**config.mk**
```make
export PLATFORM = sky130hd
export DESIGN_NAME = fixq_top
export DESIGN_NICKNAME = d
export VERILOG_FILES = /design/src/rtl/fixq_pkg.sv /design/src/rtl/fixq_ctrl.sv /design/src/rtl/fixq_round.sv /design/src/rtl/fixq_limit.sv /design/src/rtl/fixq_datapath.sv /design/src/rtl/fixq_top.sv
export SDC_FILE = /design/constraint.sdc
export NUM_CORES = 1
export LEC_CHECK = 0
export ABC_CLOCK_PERIOD_IN_PS = 2900
export BUFFER_PORTS_ARGS = -buffer_cell sky130_fd_sc_hd__buf_2
export CORE_ASPECT_RATIO = 1.2
export CORE_MARGIN = 3
export CORE_UTILIZATION = 44
export DETAILED_ROUTE_END_ITERATION = 8
export PLACE_DENSITY = 0.84
export REMOVE_ABC_BUFFERS = 1
export SYNTH_ARGS = -nofsm -noshare
export SYNTH_HDL_FRONTEND = slang
export SYNTH_HIERARCHICAL = 1
export SYNTH_SLANG_ARGS = --single-unit
```
**constraint.sdc**
```tcl
create_clock -name clk -period 2.9 [get_ports clk]
set_input_delay 0.435 -clock clk [delete_from_list [all_inputs] [get_ports clk]]
set_output_delay 0.435 -clock clk [all_outputs]
set_load 0.02 [all_outputs]
```
**src/rtl/fixq_pkg.sv**
```systemverilog
package fixq_pkg;

  typedef enum logic [1:0] {
    Q_ROUND = 2'd0,
    Q_ZERO  = 2'd1,
    Q_TRUNC = 2'd2
  } quant_e;

  typedef enum logic [1:0] {
    O_SAT   = 2'd0,
    O_SATZ  = 2'd1,
    O_WRAP  = 2'd2
  } ovf_e;

  typedef struct packed {
    logic   load;
    quant_e quantSel;
    ovf_e   ovfSel;
  } strobe_t;

endpackage

```
**src/rtl/fixq_ctrl.sv**
```systemverilog
module fixq_ctrl
  import fixq_pkg::*;
(
  input  logic       clk,
  input  logic       rst,
  input  logic       inValid,
  input  logic [1:0] quantMode,
  input  logic [1:0] ovfMode,
  output strobe_t    strobes,
  output logic       outValid
);

  quant_e quantDec;
  ovf_e   ovfDec;

  // Spare code 3 folds onto code 0 for both mode fields
  always_comb begin
    unique case (quantMode)
      2'd1:    quantDec = Q_ZERO;
      2'd2:    quantDec = Q_TRUNC;
      default: quantDec = Q_ROUND;
    endcase
    unique case (ovfMode)
      2'd1:    ovfDec = O_SATZ;
      2'd2:    ovfDec = O_WRAP;
      default: ovfDec = O_SAT;
    endcase
  end

  always_comb begin
    strobes.load     = inValid;
    strobes.quantSel = quantDec;
    strobes.ovfSel   = ovfDec;
  end

  always_ff @(posedge clk) begin
    if (rst) outValid <= 1'b0;
    else     outValid <= inValid;
  end

endmodule

```
**src/rtl/fixq_round.sv**
```systemverilog
module fixq_round
  import fixq_pkg::*;
#(
  parameter int IN_W = 24,
  parameter int DROP = 9,
  localparam int KEEP_W = IN_W - DROP,
  localparam int Q_W    = KEEP_W + 1
) (
  input  logic [IN_W-1:0]       dataIn,
  input  quant_e                quantSel,
  output logic signed [Q_W-1:0] qVal,
  output logic                  lostBits
);

  logic signed [Q_W-1:0] keptVal;
  logic [DROP-1:0]       dropPart;
  logic                  bumpUp;

  always_comb begin
    // Arithmetic floor: sign-extend the retained high bits by one bit
    keptVal  = {dataIn[IN_W-1], dataIn[IN_W-1:DROP]};
    dropPart = dataIn[DROP-1:0];
    lostBits = |dropPart;
    unique case (quantSel)
      Q_ROUND: bumpUp = dropPart[DROP-1];
      Q_ZERO:  bumpUp = dataIn[IN_W-1] & lostBits;
      default: bumpUp = 1'b0;
    endcase
    qVal = keptVal + $signed({{(Q_W-1){1'b0}}, bumpUp});
  end

endmodule

```
**src/rtl/fixq_limit.sv**
```systemverilog
module fixq_limit
  import fixq_pkg::*;
#(
  parameter int Q_W   = 16,
  parameter int OUT_W = 8
) (
  input  logic signed [Q_W-1:0] qVal,
  input  ovf_e                  ovfSel,
  output logic [OUT_W-1:0]      limited,
  output logic                  outOfRange
);

  localparam logic signed [Q_W-1:0] MAX_V = Q_W'((64'sd1 <<< (OUT_W - 1)) - 64'sd1);
  localparam logic signed [Q_W-1:0] MIN_V = -MAX_V - Q_W'(1);
  localparam logic [OUT_W-1:0] MAX_CODE = {1'b0, {(OUT_W-1){1'b1}}};
  localparam logic [OUT_W-1:0] MIN_CODE = {1'b1, {(OUT_W-1){1'b0}}};

  always_comb begin
    outOfRange = (qVal > MAX_V) || (qVal < MIN_V);
    limited    = qVal[OUT_W-1:0];
    if (outOfRange) begin
      unique case (ovfSel)
        O_SATZ:  limited = '0;
        O_WRAP:  limited = qVal[OUT_W-1:0];
        default: limited = qVal[Q_W-1] ? MIN_CODE : MAX_CODE;
      endcase
    end
  end

endmodule

```
**src/rtl/fixq_datapath.sv**
```systemverilog
module fixq_datapath
  import fixq_pkg::*;
#(
  parameter int IN_W     = 24,
  parameter int IN_FRAC  = 16,
  parameter int OUT_W    = 8,
  parameter int OUT_FRAC = 7
) (
  input  logic             clk,
  input  logic             rst,
  input  strobe_t          strobes,
  input  logic [IN_W-1:0]  inData,
  output logic [OUT_W-1:0] outData,
  output logic             outOvf,
  output logic             outInexact
);

  localparam int DROP = IN_FRAC - OUT_FRAC;
  localparam int Q_W  = IN_W - DROP + 1;

  logic signed [Q_W-1:0] qVal;
  logic                  lostBits;
  logic [OUT_W-1:0]      limited;
  logic                  outOfRange;

  fixq_round #(.IN_W(IN_W), .DROP(DROP)) u_round (
    .dataIn   (inData),
    .quantSel (strobes.quantSel),
    .qVal     (qVal),
    .lostBits (lostBits)
  );

  fixq_limit #(.Q_W(Q_W), .OUT_W(OUT_W)) u_limit (
    .qVal       (qVal),
    .ovfSel     (strobes.ovfSel),
    .limited    (limited),
    .outOfRange (outOfRange)
  );

  always_ff @(posedge clk) begin
    if (rst) begin
      outData    <= '0;
      outOvf     <= 1'b0;
      outInexact <= 1'b0;
    end else if (strobes.load) begin
      outData    <= limited;
      outOvf     <= outOfRange;
      outInexact <= lostBits;
    end
  end

endmodule

```
**src/rtl/fixq_top.sv**
```systemverilog
module fixq_top
  import fixq_pkg::*;
#(
  parameter int IN_W     = 24,
  parameter int IN_FRAC  = 16,
  parameter int OUT_W    = 8,
  parameter int OUT_FRAC = 7
) (
  input  logic             clk,
  input  logic             rst,
  input  logic             inValid,
  input  logic [IN_W-1:0]  inData,
  input  logic [1:0]       quantMode,
  input  logic [1:0]       ovfMode,
  output logic             outValid,
  output logic [OUT_W-1:0] outData,
  output logic             outOvf,
  output logic             outInexact
);

  strobe_t strobes;

  fixq_ctrl u_ctrl (
    .clk       (clk),
    .rst       (rst),
    .inValid   (inValid),
    .quantMode (quantMode),
    .ovfMode   (ovfMode),
    .strobes   (strobes),
    .outValid  (outValid)
  );

  fixq_datapath #(
    .IN_W(IN_W), .IN_FRAC(IN_FRAC), .OUT_W(OUT_W), .OUT_FRAC(OUT_FRAC)
  ) u_dp (
    .clk        (clk),
    .rst        (rst),
    .strobes    (strobes),
    .inData     (inData),
    .outData    (outData),
    .outOvf     (outOvf),
    .outInexact (outInexact)
  );

endmodule

```
==> results of run 1 <==
-- per-layer routing --
layer	track usage [%]	routed length [um]	share of wire, %	vias up
li1	-	-	-	598
met1	19.31	1124	35	580
met2	33.51	1723	54	81
met3	4.057	279	8.7	10
met4	5.109	62	1.9	0
met5	0	0	0	-
-- registers in the layout (all words and copies together) (netlist names) --
signal           count
u_ctrl/outValid      1
u_dp/outData         8
u_dp/outInexact      1
u_dp/outOvf          1
-- what timing repair did --
action | 4_1_cts | 5_1_grt
setup endpoints to repair | 0 | 9
gates resized for setup | 0 | 14
buffers inserted | 0 | 6
-- cells in the final DEF (no fill, tap or decap), drive strengths merged, types with 7 or more instances in the layout --
cell and n:
buf 54, nor2 14, xor2 8, nand4 17, nand3 8, mux2i 10, nand2 12, nand4b 7
dfxtp 11
-- critical path, delay by kind of cell --
kind                       cells  cell delay, ns
adders and majority gates      1            0.18
AOI/OAI and AO/OA              1            0.23
muxes                          1            0.08
xor gates and xnor gates       1            0.17
buffers and inverters          4            0.64
and+or+nand+nor                8            1.25
-- worst max path at each step --
stage	start	endpoint	slack [ns]	cells after the start
final	inData[4]	u_dp/outData[5]$_SDFFE_PP0P_	0.11	16
after global routing	inData[4]	u_dp/outData[3]$_SDFFE_PP0P_	-0.01	16
after CTS	quantMode[0]	u_dp/outData[3]$_SDFFE_PP0P_	0.01	15
after detailed placement	quantMode[0]	u_dp/outData[3]$_SDFFE_PP0P_	-0.26	15
after global placement	quantMode[0]	u_dp/outData[3]$_SDFFE_PP0P_	-0.13	15
after floorplan	inData[4]	u_dp/outData[6]$_SDFFE_PP0P_	-0.13	11
-- final cells by class --
type / count / area, um^2
clock buffers: 4 / 26.28
fillers: 196 / 864.6
inverters: 6 / 22.52
multi-input cells: 111 / 898.4
flip-flops and latches: 11 / 220.2
well taps: 31 / 38.79
repair buffers: 54 / 306.5
-- through the flow --
step                      area [um^2]  util (%)  power, mW  cells
final                            1513     63.63     0.4319    217
after global routing             1513     63.63     0.4578    217
after CTS                        1390     58.47     0.4176    211
after detailed placement         1364     57.37     0.3133    207
after global placement           1364     57.37     0.3081    207
after floorplan                  1067         -     0.2512    128
-- logic make-up (layout without fill, tap and decap cells) --
family	count (synthesis)	after routing
adder cells (fa/ha/maj)	3	3
AO/OA/AOI/OAI	6	6
XOR/XNOR	13	13
AND/OR/NAND/NOR	79	79
flip-flops	11	11
buffers and inverters	13	64
multiplexers	10	10
-- where the power goes --
part	internal [mW]	total [mW]	switching, mW
Combinational	0.0712	0.164	0.0926
Clock	0.0533	0.103	0.0494
Sequential	0.161	0.165	0.00452
==> summary.md, run 1 <==
| Metric | Value |
|---|---|
| Status | completed |
| Post-synthesis xor/xnor area fraction | 9.978% |
| Layout cell share with drive strength beyond 1 | 42.47% |
| Kind of start point of the critical path | primary input |
| Largest family of logic cells by synthesized area | simple AND/OR/NAND/NOR gates |
| Max_cap viols | 0 |
| DR vias/cell | a little under 6 |
| Slowest stage cell, crit path | nor4_4 |
| Detailed Place HPWL | about 2.3 mm |
| Post-CTS Hold Buffers | 0 |
| GR Overflow Total | 0 |
| Syn Area/Cell | about 8.5 um^2 |
| Yosys top cell by area | dfxtp_1 |
| Post-Place Worst Slack | -0.2638 ns |
| Max Buffers Root-to-Sink | 2 |
| Clk_skew | 0 ns |
| Post-Synth Adder-Cell Area | between 3 and 4% |
| Yosys reg bits | 11 |
| WHS Path Cells | 2 |
| Async SR Flop Fraction | 0% |
| Critical Path AT | 2.99 ns |
| Compound-Gate Fraction of Synth Area | 5.154% |
| Leak pwr | between 0.6 and 0.7 nW |
| Actual slew at the worst max-slew pin | 0.6192 ns |
| Initial antenna violation count | 0 |
| Kind of critical path | in -> reg |
| Max VDD drop | roughly 360 uV |
| Simple-gate share of the synthesized area | between 40% and 50% |
| Core area | between 2000 and 2500 um^2 |
| Global-route wire length before repair | 4.353 mm |
| RR Startpoint | u_dp/outData[0]$_SDFFE_PP0P_ |
| Tcrit/Tclk final | between 90% and 100% |
| Ys flop type | dfxtp_1 |
| Nets | between 200 and 250 |
| Netlist Area Pre-Place | roughly 1100 um^2 |
| Worst hold endpoint | u_ctrl/outValid$_SDFF_PP0_ |
| WHS | around 0.46 ns |
| R2R Path End | u_dp/outData[0]$_SDFFE_PP0P_ |
| Clock buffer count from CTS | 3 |
| Final Hold Vio Count | 0 |
| Crit-path cells | buf_2 > nor4_4 > nand3_1 > a41o_1 > ha_4 > buf_4 > nand3_2 > nor3_1 > xor2_1 > buf_4 > nor4_4 > buf_4 > nand4b_1 > nand4_1 > mux2i_1 > nor2_1 |
| Clk slew on worst S/H paths | ~0.07 ns |
| Num Clock Sinks | 11 |
| Fmax | 358.5 MHz |
| Synth top area share | about a fifth |
| Synth area leaders | dfxtp_1 (19%), mux2i_1 (8.8%), nand4_1 (8.8%) |
| Root buffer cell | clkbuf_4 |
| Total wire length | 3.190 mm |
| Count leader, synth | nand4_1 |
| Pwr/cell area | about 290 nW/um^2 |
| Row count | 19 |
| Crit path max fanout | 7 |
| Top cells by count, synth | nand4_1 (16), nor2_1 (14), nand2_1 (12) |
| Setup_tns | 0 ns |
| Period minus WS final | around 2.8 ns |
| Die W | 52.49 um |
| Worst reg-to-reg setup slack | roughly 2.3 ns |
| Area Growth Syn to Fin | 32.57% |
| Reg2reg path depth | 2 |
| Post-synthesis cell type count | 33 |
| GPL Wtd Cong | slightly below 0.8 |
| Final Slew Violations | 0 |
| Post-layout worst setup margin | between 0.1 and 0.15 ns |
| ANT nets after route | 0 |
| Max incr delay on CP | 0.31 ns |
| Initial Util | 48.00% |
| Routed vias | about 1.3k |
| Multiplexer share of the synthesized area | just under 9% |
| Largest net degree at the start of global routing | 19 |
| CTS H-Tree Depth | 1 |
| Clock tree from TritonCTS | done |
| Synth Instances | approximately 140 |
| GRT Overall Usage | about 18% |
| Wire per inst | 14.70 um |
| IO buf count | between 40 and 50 |
| Ant diodes | 0 |
| Clock Latency Late Sink | between 0.2 and 0.3 ns |
| Element type at the critical path end | register |
| Max_slew headroom | about three fifths |
| CP dominant cell by count | buf_4 |
| Hold Crit Start | rst |
| Die Y | 61.79 um |
| Boundary Pins | 42 |
| HP Class | in -> reg |
| Number of DRC markers in iteration 0 | 52 |
| WP data required | between 3 and 4 ns |
| Yosys warnings | 6 |
| Post-synth EDFFs | 0 |
| Vias in the first global route | roughly 1k |
| Drt first pass iters | 4 |
| # DRC | 0 |
| Final Setup Violations | 0 |
| Die footprint | about 3200 um^2 |
| Sequential share of the synthesized area | between 10% and 20% |
No activity file was read; power rests on OpenSTA's default activity.
==> inputs of run 2 (changes only) <==
==> constraint.sdc (replaced) <==
create_clock -name clk -period 2.9 [get_ports clk]
set_input_delay 0.87 -clock clk [delete_from_list [all_inputs] [get_ports clk]]
set_output_delay 0.87 -clock clk [all_outputs]
set_load 0.02 [all_outputs]
==> summary.md, run 2 (same netlist as run 1, synthesis figures left out) <==
| Metric | Value |
|---|---|
| Most common cell after layout, fill and taps aside | buf_2 |
| Initial Util | between 40 and 50% |
| Pwr/cell area | ~260 nW/um^2 |
| Crit-path cells | buf_6 > nor4_4 > nand3_2 > a41o_1 > ha_4 > ha_4 > nand4_1 > buf_4 > nor3_4 > xor2_2 > nor4_4 > buf_4 > nand2_2 > o21a_1 > mux2i_1 > nor2_1 |
| Kind of start point of the critical path | primary input |
| Failing checks | setup timing |
| Post-layout worst setup margin | -0.4199 ns |
| Max_cap viols | 0 |
| Total wire length | 4.076 mm |
| Core area | approximately 2400 um^2 |
| Fmax | around 300 MHz |
| Die W | around 52 um |
| Most frequent cells in the layout | buf_2 (37), buf_4 (17), nand4_1 (16) |
| Final Hold Vio Count | 0 |
| Element type at the critical path end | register |
| Die Y | around 62 um |
| Period minus WS final | around 3.3 ns |
| Global-route wire length before repair | between 5 and 6 mm |
| Max_slew headroom | 59.62% |
| Area Growth Syn to Fin | 54.82% |
| Nets | about 240 |
| Largest register FFs | 8 |
| Wire per inst | approximately 18 um |
| Top reg by flops | u_dp/outData |
| Tcrit/Tclk final | 114.5% |
| DR vias/cell | around 6 |
| Clock tree from TritonCTS | done |
| Final Slew Violations | 0 |
| Worst path top cell family by delay | simple AND/OR/NAND/NOR gates |
| Row count | 19 |
| Critical Path AT | between 3 and 4 ns |
| ANT nets after route | 0 |
| Vias in the first global route | about 1.4k |
| IO buf count | 41 |
| RSZ-0062 raised after global routing | yes |
| Actual slew at the worst max-slew pin | between 0.6 and 0.7 ns |
| Number of DRC markers in iteration 0 | 93 |
| Detailed Place HPWL | roughly 2.3 mm |
| Leak pwr | 0.8067 nW |
| Max VDD drop | 358.8 uV |
| Slowest stage cell, crit path | nor4_4 |
| WP data required | between 3 and 4 ns |
| GPL Wtd Cong | ~0.92 |
| WHS | a little under 0.5 ns |
| Crit path max fanout | 3 |
| Clock Latency Late Sink | between 0.2 and 0.3 ns |
| GRT Overall Usage | between 20% and 30% |
| Post-CTS Hold Buffers | 0 |
| Status | finished with violations |
| CTS H-Tree Depth | 1 |
| Routed vias | 1,395 |
| Clk slew on worst S/H paths | ~0.08 ns |
| Largest net degree at the start of global routing | 19 |
| Post-Place Worst Slack | -0.7182 ns |
| Root buffer cell | clkbuf_4 |
| Drt first pass iters | 4 |
| Worst path bufs/invs | 3 |
| HP Class | reg -> reg |
| Inst Count DP | 209 |
| Max Buffers Root-to-Sink | 2 |
| Clk_skew | 0 ns |
| Kind of critical path | in -> reg |
| Max incr delay on CP | approximately 0.35 ns |
| Ant diodes | 0 |
| Clock buffer count from CTS | 3 |
| # DRC | 0 |
| Layout cell share with drive strength beyond 1 | 50.25% |
| Fin cells | 232 |
| Initial antenna violation count | 0 |
| Die footprint | approximately 3200 um^2 |
| Boundary Pins | 42 |
| Num Clock Sinks | 11 |
| GR Overflow Total | 0 |
| Fillers | 154 |
| Final Setup Violations | 9 |
| Final Util | about three quarters |
==> run 2: cell types whose count changed in the layout (fill, tap and decap cells not counted), sizes merged <==
cell / before / now
buf: 54 / 68
and4: 2 / 3
==> run 2: worst min-delay path: cells and delay by family (launching register included) <==
| family | cells | cell delay (ns) |
|---|---|---|
| AND/OR/NAND/NOR | 1 | 0.08 |
| flip-flops | 1 | 0.32 |
| multiplexers | 1 | 0.06 |
==> run 2: routing by layer <==
layer | up-vias | part of all wire (%) | track usage [%] | wire length, um
met5 | - | 0 | 0 | 0
met4 | 0 | 3.9 | 12.77 | 158
met3 | 16 | 7.9 | 4.296 | 320
met2 | 98 | 53 | 47.52 | 2162
met1 | 647 | 35 | 23.73 | 1435
li1 | 634 | - | - | -
==> run 2: power by group <==
group / total, mW / internal, mW / switching [mW]
Sequential: 0.165 / 0.161 / 0.00449
Clock: 0.105 / 0.0532 / 0.0515
Combinational: 0.185 / 0.0810 / 0.104
Total: 0.455 / 0.295 / 0.160
==> run 2: repair_timing <==
action,in CTS,in global routing
pin swaps,19,23
setup buffers,18,13
gates cloned,1,0
hold endpoints to repair,0,0
resized for setup,18,21
setup endpoints to repair,9,10
==> run 2: stage by stage <==
stage	power (mW)	setup TNS [ns]	instance area, um^2
2_1_floorplan	0.2512	-4.751	1067
3_3_place_gp	0.3100	-4.431	1379
4_1_cts	0.4360	-1.863	1658
5_1_grt	0.4761	-4.555	1767
6_report	0.4552	-3.455	1767
3_5_place_dp	0.3159	-5.999	1379
==> run 2: final cells by class <==
| class | count | area [um^2] | share of cell area, % |
|---|---|---|---|
| Clock buffer | 4 | 26.28 | 1.487 |
| Inverter | 6 | 22.52 | 1.275 |
| Multi-Input combinational cell | 112 | 979.7 | 55.45 |
| Sequential cell | 11 | 220.2 | 12.46 |
| Tap cell | 31 | 38.79 | 2.195 |
| Timing Repair Buffer | 68 | 479.2 | 27.12 |
==> run 2: path summary, 6_finish.rpt <==
kind | from | end | slack [ns] | cells after the start
worst min-delay path | u_dp/outData[3]$_SDFFE_PP0P_ | u_dp/outData[3]$_SDFFE_PP0P_ | 0.50 | 2
worst min register to register | u_dp/outData[3]$_SDFFE_PP0P_ | u_dp/outData[3]$_SDFFE_PP0P_ | 0.50 | 2
worst max-delay path | inData[7] | u_dp/outOvf$_SDFFE_PP0P_ | -0.42 | 16
worst max register to register | u_dp/outData[6]$_SDFFE_PP0P_ | u_dp/outData[6]$_SDFFE_PP0P_ | 2.24 | 2
